## src/rtl/pmp_pkg.sv

```systemverilog
package pmp_pkg;

    typedef enum logic [1:0] {
        AM_OFF   = 2'd0,
        AM_TOR   = 2'd1,
        AM_NA4   = 2'd2,
        AM_NAPOT = 2'd3
    } amode_e;

    typedef enum logic [1:0] {
        ACC_LOAD  = 2'd0,
        ACC_STORE = 2'd1,
        ACC_FETCH = 2'd2,
        ACC_RSVD  = 2'd3
    } acc_kind_e;

    localparam logic [1:0] PRIV_MACHINE = 2'b11;

    // Configuration byte layout: lock at bit 7, mode at 4:3, x/w/r at 2:0
    typedef struct packed {
        logic       lock;
        logic [1:0] spare;
        amode_e     mode;
        logic       x;
        logic       w;
        logic       r;
    } ent_cfg_t;

    // Permission bit of a config for a given operation kind
    function automatic logic kind_permitted(ent_cfg_t c, logic [1:0] kind);
        case (kind)
            ACC_LOAD:  return c.r;
            ACC_STORE: return c.w;
            ACC_FETCH: return c.x;
            default:   return 1'b0;
        endcase
    endfunction

endpackage

```

## src/rtl/pmp_entry_match.sv

```systemverilog
module pmp_entry_match
    import pmp_pkg::*;
#(
    parameter int PA_W         = 34,
    parameter int REGION_SHIFT = 12
) (
    input  ent_cfg_t              cfg,
    input  logic [PA_W-3:0]       addr_reg,
    input  logic [PA_W-3:0]       prev_reg,
    input  logic [PA_W-1:0]       pt_first,
    input  logic [PA_W-1:0]       pt_mid,
    input  logic                  pt_mid_en,
    input  logic [PA_W-1:0]       pt_last,
    input  logic [PA_W-1:0]       rgn_base,
    output logic                  hit,
    output logic                  full,
    output logic                  uniform
);
    localparam int AW = PA_W - 2;
    localparam logic [PA_W:0] RGN_BYTES = (PA_W+1)'(1) << REGION_SHIFT;

    logic [PA_W-1:0] lo_b, hi_b, nmask, blk_mask;
    logic [AW:0]     y_val, trail;
    logic            is_tor;
    logic            in_first, in_mid, in_last;
    logic [PA_W:0]   rb_x, re_x, lo_x, hi_x;

    assign lo_b     = {prev_reg, 2'b00};
    assign hi_b     = {addr_reg, 2'b00};
    assign is_tor   = (cfg.mode == AM_TOR);
    // NA4 shifts in a zero so no trailing ones survive: 4-byte region
    assign y_val    = (cfg.mode == AM_NA4) ? {addr_reg, 1'b0} : {addr_reg, 1'b1};
    assign trail    = y_val & ~(y_val + (AW+1)'(1));
    assign nmask    = {~trail[AW-1:0], 2'b00};
    assign blk_mask = ~(PA_W'(RGN_BYTES) - PA_W'(1));

    function automatic logic covers(logic [PA_W-1:0] p, logic tor,
                                    logic [PA_W-1:0] lo, logic [PA_W-1:0] hi,
                                    logic [PA_W-1:0] msk);
        if (tor) return (p >= lo) && (p < hi);
        return ((p ^ hi) & msk) == '0;
    endfunction

    always_comb begin
        in_first = covers(pt_first, is_tor, lo_b, hi_b, nmask);
        in_mid   = pt_mid_en && covers(pt_mid, is_tor, lo_b, hi_b, nmask);
        in_last  = covers(pt_last, is_tor, lo_b, hi_b, nmask);
        hit      = (cfg.mode != AM_OFF) && (in_first || in_mid || in_last);
        full     = in_first && in_last && (in_mid || !pt_mid_en);
    end

    // Uniformity of one aligned block against this entry
    assign rb_x = {1'b0, rgn_base};
    assign re_x = rb_x + RGN_BYTES;
    assign lo_x = {1'b0, lo_b};
    assign hi_x = {1'b0, hi_b};

    always_comb begin
        logic tor_in, tor_out, pow_in, pow_overlap;
        tor_in      = (lo_x <= rb_x) && (re_x <= hi_x);
        tor_out     = (re_x <= lo_x) || (rb_x >= hi_x) || (lo_x >= hi_x);
        pow_in      = (((rgn_base ^ hi_b) & nmask) == '0) && !nmask[REGION_SHIFT-1];
        pow_overlap = ((rgn_base ^ hi_b) & nmask & blk_mask) == '0;
        if (cfg.mode == AM_OFF) uniform = 1'b1;
        else if (is_tor)        uniform = tor_in || tor_out;
        else                    uniform = pow_in || !pow_overlap;
    end

endmodule

```

## src/rtl/pmp_arbiter.sv

```systemverilog
module pmp_arbiter
    import pmp_pkg::*;
#(
    parameter int NUM_ENT = 8
) (
    input  logic [NUM_ENT-1:0] hit,
    input  logic [NUM_ENT-1:0] full,
    input  ent_cfg_t           cfg [NUM_ENT],
    input  logic [1:0]         kind,
    input  logic [1:0]         priv,
    output logic [NUM_ENT-1:0] win,
    output logic               allow
);
    localparam int IW = (NUM_ENT > 1) ? $clog2(NUM_ENT) : 1;

    logic          found;
    logic [IW-1:0] sel;

    always_comb begin
        found = 1'b0;
        sel   = '0;
        win   = '0;
        for (int i = 0; i < NUM_ENT; i++) begin
            if (!found && hit[i]) begin
                found  = 1'b1;
                sel    = IW'(i);
                win[i] = 1'b1;
            end
        end
    end

    always_comb begin
        if (!found)
            allow = (priv == PRIV_MACHINE);
        else if (!full[sel])
            allow = 1'b0;
        else
            allow = ((priv == PRIV_MACHINE) && !cfg[sel].lock) ||
                    kind_permitted(cfg[sel], kind);
    end

    always_comb begin
        AST_SINGLE_WINNER: assert ($onehot0(win)) else $error("several winners");
        AST_WINNER_LOWEST: assert (((win - NUM_ENT'(1)) & win & hit) == '0 &&
                                   ((win == '0) || ((hit & (win - NUM_ENT'(1))) == '0)))
            else $error("winner not lowest hit");
        AST_PARTIAL_DENY: assert (!((win & ~full) != '0) || !allow)
            else $error("partial cover permitted");
    end

endmodule

```

## src/rtl/pmp_guard.sv

```systemverilog
module pmp_guard
    import pmp_pkg::*;
#(
    parameter int NUM_ENT      = 8,
    parameter int PA_W         = 34,
    parameter int REGION_SHIFT = 12
) (
    input  logic [PA_W-1:0]              acc_addr,
    input  logic [1:0]                   acc_size,
    input  logic [1:0]                   acc_kind,
    input  logic [1:0]                   acc_priv,
    input  logic [NUM_ENT*8-1:0]         ent_cfg_flat,
    input  logic [NUM_ENT*(PA_W-2)-1:0]  ent_addr_flat,
    input  logic [PA_W-REGION_SHIFT-1:0] rgn_page,
    output logic                         acc_allow,
    output logic                         rgn_uniform
);
    localparam int AW = PA_W - 2;

    ent_cfg_t            cfg [NUM_ENT];
    logic [AW-1:0]       areg [NUM_ENT];
    logic [NUM_ENT-1:0]  hit, full, uni, win;
    logic [PA_W-1:0]     pt_mid, pt_last, rgn_base;
    logic [3:0]          nbytes;
    logic [NUM_ENT-1:0]  cfg_spare_unused;

    assign nbytes   = 4'd1 << acc_size;
    assign pt_last  = acc_addr + PA_W'(nbytes - 4'd1);
    assign pt_mid   = acc_addr + PA_W'(4);
    assign rgn_base = {rgn_page, {REGION_SHIFT{1'b0}}};

    generate
        for (genvar i = 0; i < NUM_ENT; i++) begin : g_ent
            logic [AW-1:0] prev;
            assign cfg[i]  = ent_cfg_t'(ent_cfg_flat[i*8 +: 8]);
            assign areg[i] = ent_addr_flat[i*AW +: AW];
            assign cfg_spare_unused[i] = ^cfg[i].spare;
            if (i == 0) begin : g_base
                assign prev = '0;
            end else begin : g_chain
                assign prev = ent_addr_flat[(i-1)*AW +: AW];
            end
            pmp_entry_match #(.PA_W(PA_W), .REGION_SHIFT(REGION_SHIFT)) u_match (
                .cfg       (cfg[i]),
                .addr_reg  (areg[i]),
                .prev_reg  (prev),
                .pt_first  (acc_addr),
                .pt_mid    (pt_mid),
                .pt_mid_en (acc_size == 2'd3),
                .pt_last   (pt_last),
                .rgn_base  (rgn_base),
                .hit       (hit[i]),
                .full      (full[i]),
                .uniform   (uni[i])
            );
        end
    endgenerate

    pmp_arbiter #(.NUM_ENT(NUM_ENT)) u_arb (
        .hit   (hit),
        .full  (full),
        .cfg   (cfg),
        .kind  (acc_kind),
        .priv  (acc_priv),
        .win   (win),
        .allow (acc_allow)
    );

    assign rgn_uniform = &uni;

    always_comb begin
        for (int i = 0; i < NUM_ENT; i++) begin
            AST_OFF_NO_HIT: assert (!(cfg[i].mode == AM_OFF && hit[i]))
                else $error("disabled entry matched");
        end
        AST_NOMATCH_DEFAULT: assert (hit != '0 || acc_allow == (acc_priv == PRIV_MACHINE))
            else $error("default decision wrong");
        AST_WIN_WHEN_HIT: assert ((hit == '0) == (win == '0))
            else $error("hit without winner");
    end

endmodule

```

## config.mk

```make
export PLATFORM = sky130hd
export DESIGN_NAME = pmp_guard
export DESIGN_NICKNAME = d
export VERILOG_FILES = /design/src/rtl/pmp_pkg.sv /design/src/rtl/pmp_entry_match.sv /design/src/rtl/pmp_arbiter.sv /design/src/rtl/pmp_guard.sv
export SDC_FILE = /design/constraint.sdc
export NUM_CORES = 2
export LEC_CHECK = 0
export ABC_AREA = 1
export BUFFER_PORTS_ARGS = -buffer_cell sky130_fd_sc_hd__buf_2
export CORE_ASPECT_RATIO = 1.25
export CORE_MARGIN = 2
export CORE_UTILIZATION = 35
export DETAILED_ROUTE_END_ITERATION = 8
export PLACE_DENSITY = 0.64
export SYNTH_ARGS = -nofsm -noshare
export SYNTH_HDL_FRONTEND = slang
export SYNTH_SLANG_ARGS = --single-unit
```

## constraint.sdc

```tcl
create_clock -name vclk -period 8
set_clock_uncertainty 0.15 [all_clocks]
set_input_delay 1.2 -clock vclk [all_inputs]
set_output_delay 1.2 -clock vclk [all_outputs]
set_load 0.02 [all_outputs]
```

==> flow_metrics.py <==
metrics = {
    "logic_synthesis": {
        "yosysSeqAreaShare": 0,
        "synth.distinct_cells": 71,
        "yosysTopAreaCell": "ha_1",
        "synthesis.area_sq_um": 48100,
        "netlist_instances": 8075,
        "syn_nets": 9869,
        "synth.yosys.warnings": 0,
        "yosys-top-cells-area": "ha_1 (37%), nand2_1 (15%), inv_1 (10%)",
        "syn-mean-instance-area_sq_um": 5.96,
        "synth_top_cell_area_share": 0.367,
    },
    "floorplan": {
        "rows": 152,
        "ios": 384,
        "start_util": 0.352,
        "core_sq_um": 137000,
        "die_x_microns": 336,
        "die_height_microns": 419,
        "die_area_sq_um": 141000,
    },
    "setup_path": {
        "worstPathArrival_ns": 7.27,
        "crit_slowest_cell": "ha_1",
        "critPathMaxFanout": 15,
        "cp_common_cell": "nand2_1",
        "end_kind": "output pin",
        "slowest_delay_ns": 0.32,
        "cp_data_required_time_ns": 6.65,
        "critPathKind": "primary input to output pin",
        "cp-start-kind": "primary input",
    },
    "place": {
        "dp.final_hpwl_mm": 312,
        "io_buffers": 368,
        "routabilityCongestion": 1.12,
        "placed_cells": 11200,
        "pre_cts_ws_ns": -1.35,
    },
    "timing": {
        "slew_violations": 0,
        "hold_viol": 0,
        "relSlewSlack": 0.104,
        "period_minus_slack_ns": 8.62,
        "rsz0062_at_grt": "yes",
        "finalCritPeriodShare": 1.08,
        "fin_ws_ns": -0.622,
        "max_freq_mhz": 116,
        "worst_pin_slew_ns": 1.34,
        "setup_viol": 1,
    },
    "routing": {
        "totalWireLength_mm": 382,
        "viasPerCell": 6.10,
        "drtAntennaViolNets": 0,
        "wl_per_cell_microns": 34.0,
        "drtPass1Iterations": 6,
        "drc": 0,
        "vias": 68600,
        "drtIter0Drc": 8301,
    },
    "worst_hold_path": {
        "min_path_type": "primary input to output pin",
    },
    "run": {
        "drv_cap": 0,
    },
    "layout": {
        "layout-drive-gt1-share": 0.179,
        "layout.cells.non_filler": 11200,
        "syn2layout_area_growth_pct": 28.6,
        "finalCoreUtilization": 0.452,
        "multi_input_area_sq_um": 44200,
        "final_nets": 11200,
        "seq_area_sq_um": 0,
        "fill_cells": 14900,
        "n_sequential_cell": 0,
        "clkbuf_count": 0,
    },
    "global_routing": {
        "grt_pass1_vias": 63400,
        "grt_start_max_net_pins": 37,
        "grt.overflow.total": 0,
        "grt_pass1_wl_mm": 508,
        "globalRouteTotalUtil": 0.524,
        "antenna_found_initial": 37,
    },
    "outcome": {
        "status": "finished, violations left",
        "violations": "negative setup slack",
    },
    "clock_network": {
        "hold_buffers": 0,
    },
}
cells by family after synthesis:
logic type,share of synthesized area
buf+inv,0.105
compound gates,0.161
xor+xnor,0.0189
fa+ha+maj,0.367
other cells,0.0000779
simple gates,0.347
synthesized netlist by cell type, types with 7 or more instances:
| cell type | count |
|---|---|
| o31ai_1 | 8 |
| inv_2 | 32 |
| xnor2_1 | 18 |
| clkbuf_1 | 11 |
| inv_1 | 1294 |
| xor2_1 | 86 |
| a2111oi_0 | 17 |
| o2111ai_1 | 17 |
| o21ai_0 | 264 |
| nand3_1 | 381 |
| o22ai_1 | 62 |
| nor2_2 | 30 |
| nor2_1 | 821 |
| a211oi_1 | 41 |
| a31oi_1 | 19 |
| nor3b_1 | 11 |
| o21a_1 | 31 |
| o211ai_1 | 65 |
| a21o_1 | 17 |
| ha_1 | 1411 |
| nor2_4 | 15 |
| o221ai_1 | 14 |
| a22o_1 | 21 |
| and3_1 | 7 |
| nand2_2 | 22 |
| or2_2 | 21 |
| o21ai_1 | 21 |
| a21oi_1 | 664 |
| nor4_1 | 81 |
| nand4_1 | 217 |
| o21bai_1 | 16 |
| nor3_1 | 211 |
| nand3b_1 | 29 |
| nand2_1 | 1980 |
| a221oi_1 | 16 |
| and2_1 | 8 |
critical path, delay by kind of cell:
| family | cells | cell delay [ns] |
|---|---|---|
| simple gates | 25 | 3.84 |
| buf+inv | 11 | 1.54 |
| fa+ha+maj | 1 | 0.32 |
| compound gates | 1 | 0.18 |
| xor+xnor | 1 | 0.15 |
cell usage in the layout, fill, tap and decap left out, types with 14 or more instances in the layout:
master | synthesis | layout
inv_2 | 32 | 38
nand3_2 | 6 | 17
nor2_1 | 821 | 809
o21a_1 | 31 | 31
a211oi_1 | 41 | 41
xor2_1 | 86 | 43
nand3_1 | 381 | 368
buf_2 | 2 | 367
o21ai_1 | 21 | 24
nor2_2 | 30 | 38
o221ai_1 | 14 | 14
o2111ai_1 | 17 | 17
a21oi_1 | 664 | 656
nand4_1 | 217 | 217
nor2_4 | 15 | 19
nor3_1 | 211 | 203
diode_2 | 0 | 43
inv_1 | 1294 | 1286
nand3b_1 | 29 | 29
nor4_1 | 81 | 73
nand2_1 | 1980 | 1954
buf_12 | 0 | 68
nand2_2 | 22 | 41
ha_1 | 1411 | 1401
buf_4 | 1 | 924
or2_2 | 21 | 20
a22o_1 | 21 | 21
a21o_1 | 17 | 17
o21ai_0 | 264 | 256
a2111oi_0 | 17 | 17
o21bai_1 | 16 | 16
a221oi_1 | 16 | 16
xor2_2 | 0 | 39
o211ai_1 | 65 | 65
a31oi_1 | 19 | 19
o22ai_1 | 62 | 61
cell type report:
| cell class | instances | area share |
|---|---|---|
| multi-input cells | 6728 | 0.715 |
| repair buffers | 1375 | 0.167 |
| well taps | 1771 | 0.0358 |
| diodes | 43 | 0.00174 |
| inverters | 1330 | 0.0807 |
metal layers:
metal  routed length, microns  global-route usage
met4                    50300               0.572
met2                   155000               0.771
met1                   133000               0.576
met5                      117                   0
met3                    42600               0.150
worst paths after layout:
| path | startpoint | endpoint | slack (ns) | cells past startpoint |
|---|---|---|---|---|
| worst min-delay path | acc_priv[0] | acc_allow | 2.75 | 5 |
| worst max-delay path | acc_addr[8] | acc_allow | -0.62 | 39 |
per-stage QoR:
| stage | hold WS (ns) | instance area, sq um | setup TNS, ns |
|---|---|---|---|
| finish | 2.75 | 61900 | -0.622 |
| global route | 2.78 | 61800 | -0.805 |
| CTS | 2.79 | 61200 | -0.573 |
| detailed placement | 2.79 | 60700 | -1.55 |
| global placement | 2.79 | 60700 | -1.43 |
| floorplan | 2.47 | 48100 | 0 |
repair_timing:
item,CTS,global route
gates resized for setup,63,104
setup buffers,16,14
pin swaps,20,51
gates cloned,1,0
hold endpoints to repair,0,0
setup endpoints to repair,2,2
